==> src/rtl/irq8_pkg.sv <==
package irq8_pkg;

    localparam int unsigned NSRC  = 8;
    localparam int unsigned NEXT  = 4;
    localparam int unsigned SRC_W = $clog2(NSRC);

    localparam logic [7:0] ADDR_EN  = 8'hA8;
    localparam logic [7:0] ADDR_PR  = 8'hB8;
    localparam logic [7:0] ADDR_EXT = 8'h88;
    localparam logic [7:0] ADDR_XC  = 8'hC0;

    localparam logic [15:0] VEC_BASE = 16'h0003;
    localparam int unsigned VEC_STEP = 8;

    typedef enum logic [SRC_W-1:0] {
        SRC_PIN0, SRC_TMR0, SRC_PIN1, SRC_TMR1,
        SRC_SER,  SRC_TMR2, SRC_PIN2, SRC_PIN3
    } src_e;

    typedef struct packed {
        logic we;
        logic val;
    } bitwr_t;

    typedef struct packed {
        logic             valid;
        logic             hi;
        logic [SRC_W-1:0] idx;
    } pick_t;

    function automatic bitwr_t bit_wr(input logic byte_hit, input logic bit_hit,
                                      input logic [2:0] bidx, input logic bval,
                                      input logic wbit, input logic [2:0] pos);
        bitwr_t r;
        logic   sel;
        sel   = bit_hit && (bidx == pos);
        r.we  = byte_hit | sel;
        r.val = sel ? bval : wbit;
        return r;
    endfunction

    function automatic logic [SRC_W-1:0] first_set(input logic [NSRC-1:0] m);
        logic [SRC_W-1:0] r;
        r = '0;
        for (int i = NSRC - 1; i >= 0; i--) begin
            if (m[i]) r = SRC_W'(i);
        end
        return r;
    endfunction

    function automatic logic [15:0] vec_of(input logic [SRC_W-1:0] idx);
        return VEC_BASE + 16'(idx) * 16'(VEC_STEP);
    endfunction

    function automatic logic [SRC_W-1:0] pin_src(input int c);
        case (c)
            0:       return SRC_PIN0;
            1:       return SRC_PIN1;
            2:       return SRC_PIN2;
            default: return SRC_PIN3;
        endcase
    endfunction

endpackage

==> src/rtl/irq8_ext_chan.sv <==
module irq8_ext_chan #(
    parameter int unsigned SYNC_STAGES = 2
) (
    input  logic clk,
    input  logic rst,
    input  logic pin_n_i,
    input  logic edge_mode_i,
    input  logic sw_we_i,
    input  logic sw_val_i,
    input  logic ack_clr_i,
    output logic flag_o
);

    logic [SYNC_STAGES-1:0] sh_q;
    logic                   prev_q;
    logic                   flag_q;
    logic                   cur;
    logic                   fall;

    assign cur  = sh_q[SYNC_STAGES-1];
    assign fall = prev_q & ~cur;

    always_ff @(posedge clk) begin
        if (rst) begin
            sh_q   <= '1;
            prev_q <= 1'b1;
            flag_q <= 1'b0;
        end else begin
            sh_q   <= {sh_q[SYNC_STAGES-2:0], pin_n_i};
            prev_q <= cur;
            if (!edge_mode_i)   flag_q <= ~cur;
            else if (sw_we_i)   flag_q <= sw_val_i;
            else if (fall)      flag_q <= 1'b1;
            else if (ack_clr_i) flag_q <= 1'b0;
        end
    end

    assign flag_o = flag_q;


    edge_set_chk: assert property (@(posedge clk) disable iff (rst)
        (edge_mode_i && !sw_we_i && fall) |=> flag_o)
        else $error("edge not latched");


    ack_clr_chk: assert property (@(posedge clk) disable iff (rst)
        (edge_mode_i && !sw_we_i && !fall && ack_clr_i) |=> !flag_o)
        else $error("acknowledge did not clear edge flag");


    sw_wins_chk: assert property (@(posedge clk) disable iff (rst)
        (edge_mode_i && sw_we_i) |=> (flag_o == $past(sw_val_i)))
        else $error("software write lost");


    level_follow_chk: assert property (@(posedge clk) disable iff (rst)
        (!edge_mode_i && !ack_clr_i) |=> (flag_o == !$past(sh_q[SYNC_STAGES-1])))
        else $error("level flag does not follow pin");

endmodule

==> src/rtl/irq8_pick.sv <==
module irq8_pick
    import irq8_pkg::*;
(
    input  logic [NSRC-1:0] req_i,
    input  logic [NSRC-1:0] prio_i,
    input  logic            in_hi_i,
    input  logic            in_lo_i,
    output pick_t           pick_o
);

    logic [NSRC-1:0] hi_req;
    logic [NSRC-1:0] lo_req;

    assign hi_req = req_i & prio_i;
    assign lo_req = req_i & ~prio_i;

    always_comb begin
        pick_o = '0;
        if (!in_hi_i) begin
            if (|hi_req) begin
                pick_o.valid = 1'b1;
                pick_o.hi    = 1'b1;
                pick_o.idx   = first_set(hi_req);
            end else if (!in_lo_i && |lo_req) begin
                pick_o.valid = 1'b1;
                pick_o.hi    = 1'b0;
                pick_o.idx   = first_set(lo_req);
            end
        end
    end

endmodule

==> src/rtl/irq8_nest.sv <==
module irq8_nest (
    input  logic clk,
    input  logic rst,
    input  logic take_i,
    input  logic take_hi_i,
    input  logic ret_i,
    output logic in_hi_o,
    output logic in_lo_o
);

    logic in_hi_q, in_lo_q;
    logic hi_pop, lo_pop;

    assign hi_pop = ret_i & in_hi_q;
    assign lo_pop = ret_i & ~in_hi_q;

    always_ff @(posedge clk) begin
        if (rst) begin
            in_hi_q <= 1'b0;
            in_lo_q <= 1'b0;
        end else begin
            in_hi_q <= (in_hi_q & ~hi_pop) | (take_i & take_hi_i);
            in_lo_q <= (in_lo_q & ~lo_pop) | (take_i & ~take_hi_i);
        end
    end

    assign in_hi_o = in_hi_q;
    assign in_lo_o = in_lo_q;


    no_take_in_hi_chk: assert property (@(posedge clk) disable iff (rst)
        take_i |-> !in_hi_q)
        else $error("entry while high level in service");


    no_lo_over_lo_chk: assert property (@(posedge clk) disable iff (rst)
        (take_i && !take_hi_i) |-> !in_lo_q)
        else $error("low level pre-empted low level");


    pop_hi_first_chk: assert property (@(posedge clk) disable iff (rst)
        (ret_i && !take_i && in_hi_q) |=> (!in_hi_o && (in_lo_o == $past(in_lo_q))))
        else $error("return popped wrong level");

endmodule

==> src/rtl/irq_arbiter8.sv <==
module irq_arbiter8
    import irq8_pkg::*;
#(
    parameter int unsigned SYNC_STAGES = 2
) (
    input  logic        clk,
    input  logic        rst,
    input  logic [3:0]  ext_n_i,
    input  logic [3:0]  periph_i,
    input  logic        sfr_we_i,
    input  logic [7:0]  sfr_addr_i,
    input  logic [7:0]  sfr_wdata_i,
    output logic [7:0]  sfr_rdata_o,
    input  logic        bit_we_i,
    input  logic [7:0]  bit_addr_i,
    input  logic        bit_val_i,
    output logic        irq_o,
    output logic [15:0] irq_vec_o,
    input  logic        ack_i,
    input  logic        reti_i
);

    // stored control fields
    logic [5:0]      en_q, en_d;
    logic            glob_q, glob_d;
    logic [5:0]      pr_q, pr_d;
    logic [NEXT-1:0] mode_q, mode_d;
    logic [1:0]      xen_q, xen_d;
    logic [1:0]      xpr_q, xpr_d;

    logic [NEXT-1:0] flag, flag_we, flag_val, ack_clr;
    logic            wh_en, wh_pr, wh_ext, wh_xc;
    logic            bh_en, bh_pr, bh_ext, bh_xc;
    logic [2:0]      bidx;
    bitwr_t          t;

    logic [NSRC-1:0] req, en_all, prio_all, live;
    logic            in_hi, in_lo, take;
    pick_t           pk;

    assign wh_en  = sfr_we_i && (sfr_addr_i == ADDR_EN);
    assign wh_pr  = sfr_we_i && (sfr_addr_i == ADDR_PR);
    assign wh_ext = sfr_we_i && (sfr_addr_i == ADDR_EXT);
    assign wh_xc  = sfr_we_i && (sfr_addr_i == ADDR_XC);
    assign bh_en  = bit_we_i && (bit_addr_i[7:3] == ADDR_EN[7:3]);
    assign bh_pr  = bit_we_i && (bit_addr_i[7:3] == ADDR_PR[7:3]);
    assign bh_ext = bit_we_i && (bit_addr_i[7:3] == ADDR_EXT[7:3]);
    assign bh_xc  = bit_we_i && (bit_addr_i[7:3] == ADDR_XC[7:3]);
    assign bidx   = bit_addr_i[2:0];

    always_comb begin
        for (int i = 0; i < 6; i++) begin
            t = bit_wr(wh_en, bh_en, bidx, bit_val_i, sfr_wdata_i[i], 3'(i));
            en_d[i] = t.we ? t.val : en_q[i];
            t = bit_wr(wh_pr, bh_pr, bidx, bit_val_i, sfr_wdata_i[i], 3'(i));
            pr_d[i] = t.we ? t.val : pr_q[i];
        end
        t = bit_wr(wh_en, bh_en, bidx, bit_val_i, sfr_wdata_i[7], 3'd7);
        glob_d = t.we ? t.val : glob_q;

        // pins 0 and 1: mode at 2c, flag at 2c+1
        for (int c = 0; c < 2; c++) begin
            t = bit_wr(wh_ext, bh_ext, bidx, bit_val_i, sfr_wdata_i[2*c], 3'(2*c));
            mode_d[c] = t.we ? t.val : mode_q[c];
            t = bit_wr(wh_ext, bh_ext, bidx, bit_val_i, sfr_wdata_i[2*c+1], 3'(2*c+1));
            flag_we[c]  = t.we;
            flag_val[c] = t.val;
        end
        // pins 2 and 3: mode, flag, enable, priority from nibble base
        for (int c = 2; c < 4; c++) begin
            t = bit_wr(wh_xc, bh_xc, bidx, bit_val_i, sfr_wdata_i[4*(c-2)], 3'(4*(c-2)));
            mode_d[c] = t.we ? t.val : mode_q[c];
            t = bit_wr(wh_xc, bh_xc, bidx, bit_val_i, sfr_wdata_i[4*(c-2)+1], 3'(4*(c-2)+1));
            flag_we[c]  = t.we;
            flag_val[c] = t.val;
            t = bit_wr(wh_xc, bh_xc, bidx, bit_val_i, sfr_wdata_i[4*(c-2)+2], 3'(4*(c-2)+2));
            xen_d[c-2] = t.we ? t.val : xen_q[c-2];
            t = bit_wr(wh_xc, bh_xc, bidx, bit_val_i, sfr_wdata_i[4*(c-2)+3], 3'(4*(c-2)+3));
            xpr_d[c-2] = t.we ? t.val : xpr_q[c-2];
        end
    end

    always_ff @(posedge clk) begin
        if (rst) begin
            en_q   <= '0;
            glob_q <= 1'b0;
            pr_q   <= '0;
            mode_q <= '0;
            xen_q  <= '0;
            xpr_q  <= '0;
        end else begin
            en_q   <= en_d;
            glob_q <= glob_d;
            pr_q   <= pr_d;
            mode_q <= mode_d;
            xen_q  <= xen_d;
            xpr_q  <= xpr_d;
        end
    end

    generate
        for (genvar c = 0; c < NEXT; c++) begin : g_pin
            assign ack_clr[c] = take && (pk.idx == pin_src(c));
            irq8_ext_chan #(.SYNC_STAGES(SYNC_STAGES)) chan_i (
                .clk         (clk),
                .rst         (rst),
                .pin_n_i     (ext_n_i[c]),
                .edge_mode_i (mode_q[c]),
                .sw_we_i     (flag_we[c]),
                .sw_val_i    (flag_val[c]),
                .ack_clr_i   (ack_clr[c]),
                .flag_o      (flag[c])
            );
        end
    endgenerate

    assign req = {flag[3], flag[2], periph_i[3], periph_i[2],
                  periph_i[1], flag[1], periph_i[0], flag[0]};
    assign en_all   = {xen_q, en_q};
    assign prio_all = {xpr_q, pr_q};
    assign live     = req & en_all & {NSRC{glob_q}};

    irq8_pick pick_i (
        .req_i   (live),
        .prio_i  (prio_all),
        .in_hi_i (in_hi),
        .in_lo_i (in_lo),
        .pick_o  (pk)
    );

    assign take = ack_i & pk.valid;

    irq8_nest nest_i (
        .clk       (clk),
        .rst       (rst),
        .take_i    (take),
        .take_hi_i (pk.hi),
        .ret_i     (reti_i),
        .in_hi_o   (in_hi),
        .in_lo_o   (in_lo)
    );

    assign irq_o     = pk.valid;
    assign irq_vec_o = vec_of(pk.idx);

    always_comb begin
        case (sfr_addr_i)
            ADDR_EN:  sfr_rdata_o = {glob_q, 1'b0, en_q};
            ADDR_PR:  sfr_rdata_o = {2'b00, pr_q};
            ADDR_EXT: sfr_rdata_o = {4'b0000, flag[1], mode_q[1], flag[0], mode_q[0]};
            ADDR_XC:  sfr_rdata_o = {xpr_q[1], xen_q[1], flag[3], mode_q[3],
                                     xpr_q[0], xen_q[0], flag[2], mode_q[2]};
            default:  sfr_rdata_o = 8'h00;
        endcase
    end


    glob_gate_chk: assert property (@(posedge clk) disable iff (rst)
        irq_o |-> glob_q)
        else $error("request presented with global enable off");


    vec_range_chk: assert property (@(posedge clk) disable iff (rst)
        irq_o |-> ((irq_vec_o[2:0] == 3'd3) && (irq_vec_o < 16'h0040)))
        else $error("vector outside table");


    hi_blocks_all_chk: assert property (@(posedge clk) disable iff (rst)
        in_hi |-> !irq_o)
        else $error("request presented during high-level service");

endmodule

==> config.mk <==
export PLATFORM = sky130hd
export DESIGN_NAME = irq_arbiter8
export DESIGN_NICKNAME = d
export VERILOG_FILES = /design/src/rtl/irq8_pkg.sv /design/src/rtl/irq8_ext_chan.sv /design/src/rtl/irq8_pick.sv /design/src/rtl/irq8_nest.sv /design/src/rtl/irq_arbiter8.sv
export SDC_FILE = /design/constraint.sdc
export NUM_CORES = 1
export LEC_CHECK = 0
export ABC_AREA = 1
export BUFFER_PORTS_ARGS = -buffer_cell sky130_fd_sc_hd__buf_2
export CORE_ASPECT_RATIO = 2
export CORE_UTILIZATION = 54
export DETAILED_ROUTE_END_ITERATION = 12
export GPL_ROUTABILITY_DRIVEN = 0
export GPL_TIMING_DRIVEN = 0
export PLACE_DENSITY = 0.8
export SKIP_LAST_GASP = 1
export SYNTH_ARGS = -nofsm -noshare
export SYNTH_HDL_FRONTEND = slang
export SYNTH_SLANG_ARGS = --single-unit
export TNS_END_PERCENT = 1
==> constraint.sdc <==
create_clock -name clk -period 2.1 [get_ports clk]
set_input_delay 0.105 -clock clk [delete_from_list [all_inputs] [get_ports clk]]
set_output_delay 0.105 -clock clk [all_outputs]
set_load 0.02 [all_outputs]
# Word level (Yosys, flattened, before mapping)
# Index checks and enable logic that the tools add are counted.
[word_totals] register_bits=39 output_inout_bits=25 word_cells=213
[op_classes] addsub=1 n_eq_ne=22 muxes=61 n_bitwise=51 n_reduce_logical=43
[ops] cell="$mux 3" count=16
[ops] cell="$mux 1" count=41
[ops] cell="$logic_and 1x1->1" count=38
[ops] cell="$and 8x8->8" count=4
[ops] cell="$eq 8x8->1 const B" count=4
[ops] cell="$pmux 8 s4" count=1
[ops] cell="$or 1x1->1" count=27
[ops] cell="$eq 5x5->1 const B" count=4
[ops] cell="$eq 3x3->1 const B" count=6
[ops] cell="$ne 4x1->1 const B" count=4
[ops] cell="$reduce_or 8->1" count=2
[ops] cell="$mux 5" count=3
[ops] cell="$and 1x1->1" count=11
[ops] cell="$eq 3x2->1 const B" count=3
[ops] cell="$not 1->1" count=8
[ops] cell="$not 8->8" count=1
[ops] cell="$add 2x6->7 const A" count=1
[ops] cell="$logic_not 3->1" count=2
[ops] cell="$eq 3x1->1 const B" count=1
[ops] cell="$logic_not 1->1" count=1

# Depth between registers and ports, before layout
[depth] ltp_word=20 depth_mapped=16 ltp_nobuf=15

# Modules after synthesis
# From an unflattened synthesis, not the netlist that was laid out.
[unflattened] cells_unflattened=519 hier_area_um2=3069.2
[modules_own_cells] module="irq_arbiter8" n_inst=1 cells_per_inst=350 area_per_inst_um2=2068.2 seq_area_each_um2=420.4
[modules_own_cells] module="irq8_ext_chan" n_inst=4 cells_per_inst=20 area_per_inst_um2=146.4 seq_area_each_um2=80.1
[modules_own_cells] module="irq8_pick" n_inst=1 cells_per_inst=77 area_per_inst_um2=331.6 seq_area_each_um2=0.0
[modules_own_cells] module="irq8_nest" n_inst=1 cells_per_inst=12 area_per_inst_um2=83.8 seq_area_each_um2=40.0

# Least setup slack after synthesis
# No wires, ideal clock.
[synth_path] path_kind="flip-flop to flip-flop" from="register glob_q" to="register g_pin[1].chan_i.flag_q" arrival_ps=1460 setup_slack_ps=508 stages_incl_launch_ff=15 path_cell_list="dfxtp_1 buf_6 nand3_2 nor2_1 inv_1 nand2_1 nor2_1 nand2_1 nand2_2 nand2_1 nand3_1 nor2_1 nand2_1 nand3_1 a21oi_1"
[synth_between] elab_cells_between_ends=29 classes_between="eq/ne (2); mux (19); bitwise (4); reduce/logical (4)"
[synth_lines] element="start, declared" line_no="irq_arbiter8.sv:25" rtl="logic glob_q, glob_d;"
[synth_lines] element="start signal, assigned" line_no="irq_arbiter8.sv:93" rtl="glob_q <= glob_d;"
[synth_lines] element="$and 8x8->8 (*)" line_no="irq_arbiter8.sv:121" rtl="assign live = req & en_all & {NSRC{glob_q}};"
[synth_lines] element="$and 8x8->8" line_no="irq8_pick.sv:15" rtl="assign lo_req = req_i & ~prio_i;"
[synth_lines] element="$reduce_or 8->1" line_no="irq8_pick.sv:24" rtl="end else if (!in_lo_i && |lo_req) begin"
[synth_lines] element="$logic_and 1x1->1" line_no="irq8_pick.sv:24"
[synth_lines] element="$mux 5" line_no="irq8_pick.sv:24"
[synth_lines] element="$mux 5 (*)" line_no="irq8_pick.sv:20" rtl="if (|hi_req) begin"
[synth_lines] element="$mux 5 (*)" line_no="irq8_pick.sv:19" rtl="if (!in_hi_i) begin"
[synth_lines] element="via irq_o" line_no="irq_arbiter8.sv:17" rtl="output logic irq_o,"
[synth_lines] element="$and 1x1->1 (*)" line_no="irq_arbiter8.sv:131" rtl="assign take = ack_i & pk.valid;"
[synth_lines] element="$logic_and 1x1->1 (*)" line_no="irq_arbiter8.sv:103" rtl="assign ack_clr[c] = take && (pk.idx == pin_src(c));"
[synth_lines] element="$ne 4x1->1 (no line) (*)"
[synth_lines] element="end signal, assigned" line_no="irq8_ext_chan.sv:31" rtl="if (!edge_mode_i) flag_q <= ~cur;"
[synth_lines] element="end signal, assigned" line_no="irq8_ext_chan.sv:32" rtl="else if (sw_we_i) flag_q <= sw_val_i;"
[synth_lines] element="end, declared" line_no="irq8_ext_chan.sv:16" rtl="logic flag_q;"
# The timed path passes the listed nets; every way through them passes the cells marked *.
# A chain may end at the register's enable or synchronous reset.

# Worst setup path after layout
[layout_path] from="register glob_q" to="register g_pin[3].chan_i.flag_q"
[layout_between] elab_chain_len=16 elab_cells_between_ends=29 classes_between="eq/ne (2); mux (19); bitwise (4); reduce/logical (4)"
[layout_rtl] element="$and 8x8->8 (*)" line_no="irq_arbiter8.sv:121"
[layout_rtl] element="$and 8x8->8" line_no="irq8_pick.sv:15"
[layout_rtl] element="$mux 3 (8 in series)" line_no="irq8_pkg.sv:46" rtl="if (m[i]) r = SRC_W'(i);"
[layout_rtl] element="$mux 5" line_no="irq8_pick.sv:24"
[layout_rtl] element="$mux 5 (*)" line_no="irq8_pick.sv:20"
[layout_rtl] element="$mux 5 (*)" line_no="irq8_pick.sv:19"
[layout_rtl] element="$eq 3x3->1" line_no="irq_arbiter8.sv:103"
[layout_rtl] element="$logic_and 1x1->1 (*)" line_no="irq_arbiter8.sv:103"
[layout_rtl] element="$ne 4x1->1 (no line) (*)"
[layout_rtl] element="end signal, assigned" line_no="irq8_ext_chan.sv:31"
[layout_rtl] element="end signal, assigned" line_no="irq8_ext_chan.sv:32"
[layout_rtl] element="end, declared" line_no="irq8_ext_chan.sv:16"
# Every way passes the cells marked *; elsewhere a longest branch is shown, timed or not.

==> reports/qor.yml <==
grt_pass1_wl_um: 12500
path_buf_inv: 1
port_buffers: 49
yosys-top-cells-area: "dfxtp_1 (29%), nand2_1 (14%), inv_1 (8.4%)"
clk_path_buf_depth: 2
cts_root_buf: "clkbuf_8"
avgRoutedWirePerCell_um: 14.1
grt_pass1_vias: 2976
grt_max_degree: 11
antenna_cells: 0
cp_cell_sequence: "buf_4 -> nand4_1 -> nand2_1 -> nor2_1 -> a21oi_1 -> nand2_1 -> nand2_1 -> nand2_1 -> nor2_1 -> nand3_1 -> a21oi_1 -> nor2_1"
finalSetupTns_ns: 0
antenna_found_initial: 0
slew_viol_final: 0
syn_area_per_cell_um2: 6.20
cpPeakStageDelay_ns: 0.35
drt_iter0_markers: 87
clk_latency_ns: 0.29
clkSlewWorstSetupHoldPaths_ns: 0.07
synth_edf_count: 0
dpl.hpwl_um: 6270
num_rows: 35
htreeDepth: 2
critPathLaunchType: "flop"
dieHeight_um: 101
synth_top_area_share_pct: 29.3
finClkSkew_ns: 0.00532
cts_buffers: 5
relSlewSlack_pct: 47.2
nets: 540
synth.most_common_cell: "nand2_1"
end_kind: "flop"
core_region_area_um2: 4690
peakVddDrop_mv: 0.464
path_common_cell: "nand2_1"
setup_viol: 0
p_total_mw: 1.41
synthArstFlopShare_pct: 0
maxCapViolCount: 0
min_path_type: "input pin to flop"
final_hold_viol_count: 0
postCtsSetupBuffers: 0
power_leakage_nw: 1.43
die_area_um2: 5240
vias: 3100
arrival_ns: 2.10
drc_errors: 0
synth_flop_cell: "dfxtp_1"
post-route-period-util_pct: 91.1
yosysTopAreaCell: "dfxtp_1"
dieWidth_um: 51.7
routed_wl_um: 7810
postSynthCellCount: 430
synth.yosys.seq_area_share_pct: 29.3
critPathTopFamily: "simple AND/OR/NAND/NOR gates"
rsz0062_at_grt: "no"
drive_gt1_share_pct: 18.4
status: "finished clean"
ant_nets: 0
gr-total-overflow: 0
synth_seq_cells: 39
crit_slowest_cell: "dfxtp_1"
cts_sinks: 39
p_per_area_nw_per_um2: 451
area_delta_synth_final_pct: 17.6
worst_pin_slew_ns: 0.786
max_freq_mhz: 523
track_usage_pct: 31.9
routed_via_density: 5.59
required_ns: 2.29
initial_core_util_pct: 56.9
reg2reg_slack_ns: 0.19
synth_cell_types: 34
critical_path_class: "flop to flop"
io-pin-count: 64
synth_warnings: 0
drt-pass1-iter-count: 5
crit_fanout: 10
synth_area_um2: 2670
cts_tree: "built"
period_minus_slack_ns: 1.91
ys_top_cells_by_count: "nand2_1 (97), inv_1 (60), nor2_1 (53), dfxtp_1 (39), a21oi_1 (32)"
[cell type report]
type | instances | area [µm²]
fill | 459 | 1550
tap | 55 | 68.8
timing repair buffer | 53 | 285
multi-input combinational | 318 | 1550
buffer | 23 | 153
sequential | 39 | 781
inverter | 61 | 229
clock buffer | 6 | 72.6
[layout by cell type (no fill, tap or decap), types with 2 or more instances in the layout]
| cell | instances |
|---|---|
| a21oi_1 | 32 |
| a31oi_1 | 9 |
| buf_2 | 51 |
| buf_4 | 15 |
| clkbuf_1 | 6 |
| clkbuf_8 | 5 |
| conb_1 | 13 |
| dfxtp_1 | 39 |
| dlygate4sd3_1 | 4 |
| inv_1 | 60 |
| nand2_1 | 97 |
| nand2_2 | 2 |
| nand3_1 | 26 |
| nand3_2 | 4 |
| nand4_1 | 14 |
| nor2_1 | 53 |
| nor2_2 | 2 |
| nor3_1 | 7 |
| nor4_1 | 4 |
| o211ai_1 | 5 |
| o21ai_0 | 21 |
| o221ai_1 | 4 |
| o22ai_1 | 7 |
| or2_2 | 8 |
[flip-flops by register name (all words and copies together) (netlist names)]
signal	count
xpr_q	2
mode_q	4
pr_q	6
nest_i.in_hi_o	1
nest_i.in_lo_o	1
xen_q	2
g_pin.chan_i.sh_q	8
glob_q	1
en_q	6
g_pin.chan_i.flag_o	4
g_pin.chan_i.prev_q	4
[through the flow]
stage | util, % | area, µm² | setup slack (ns) | hold WS (ns) | std cells
after floorplan | - | 2710 | 0.508 | 0.209 | 441
after global placement | 64.5 | 3020 | 0.252 | 0.288 | 545
after detailed placement | 64.5 | 3020 | 0.207 | 0.295 | 545
after CTS | 66.9 | 3130 | 0.198 | 0.101 | 555
after global routing | 66.9 | 3130 | 0.0716 | 0.119 | 555
final | 66.9 | 3130 | 0.187 | 0.0976 | 555
[layer usage]
| metal | wire (µm) | part of all wire (%) | vias to the layer above | track usage [%] |
|---|---|---|---|---|
| li1 | - | - | 1546 | - |
| met1 | 2750 | 35 | 1371 | 29.4 |
| met2 | 4230 | 54 | 146 | 61.2 |
| met3 | 415 | 5.3 | 37 | 3.75 |
| met4 | 418 | 5.4 | 0 | 21.6 |
| met5 | 0 | 0 | - | 0 |
[power by group]
group | internal (mW) | switching (mW)
combinational | 0.0707 | 0.116
clock | 0.221 | 0.248
sequential | 0.752 | 0.00612
total | 1.04 | 0.370
[cells by family (layout without fill, tap and decap cells)]
group / after synthesis / in the layout / share of synthesized area, %
other cells: 2 / 13 / 0.282
buf+inv: 84 / 143 / 14.3
flops: 39 / 39 / 29.3
compound gates: 84 / 84 / 18.3
simple gates: 221 / 221 / 37.8
[final timing paths]
check	start	to	depth (start not counted)
worst max register to register	glob_q	g_pin[3].chan_i.flag_o	12
worst min register to register	g_pin[1].chan_i.sh_q[0]	g_pin[1].chan_i.sh_q[1]	1
worst max-delay path	glob_q	g_pin[3].chan_i.flag_o	12
worst min-delay path	reti_i	nest_i.in_hi_o	4
[worst register-to-register path, cell delays in order, from the launching register on]
cell     delay [ns]
dfxtp_1        0.35
buf_4          0.19
nand4_1        0.14
nand2_1        0.10
nor2_1         0.08
a21oi_1        0.15
nand2_1        0.06
nand2_1        0.05
nand2_1        0.09
nor2_1         0.15
nand3_1        0.20
a21oi_1        0.19
nor2_1         0.06
[what timing repair did]
action / CTS / global route
endpoints found under the setup margin: 0 / 0
hold buffers: 4 / 0
gates resized for setup: 0 / 0
endpoints found under the hold margin: 4 / 0
No activity file was read; power rests on OpenSTA's default activity.
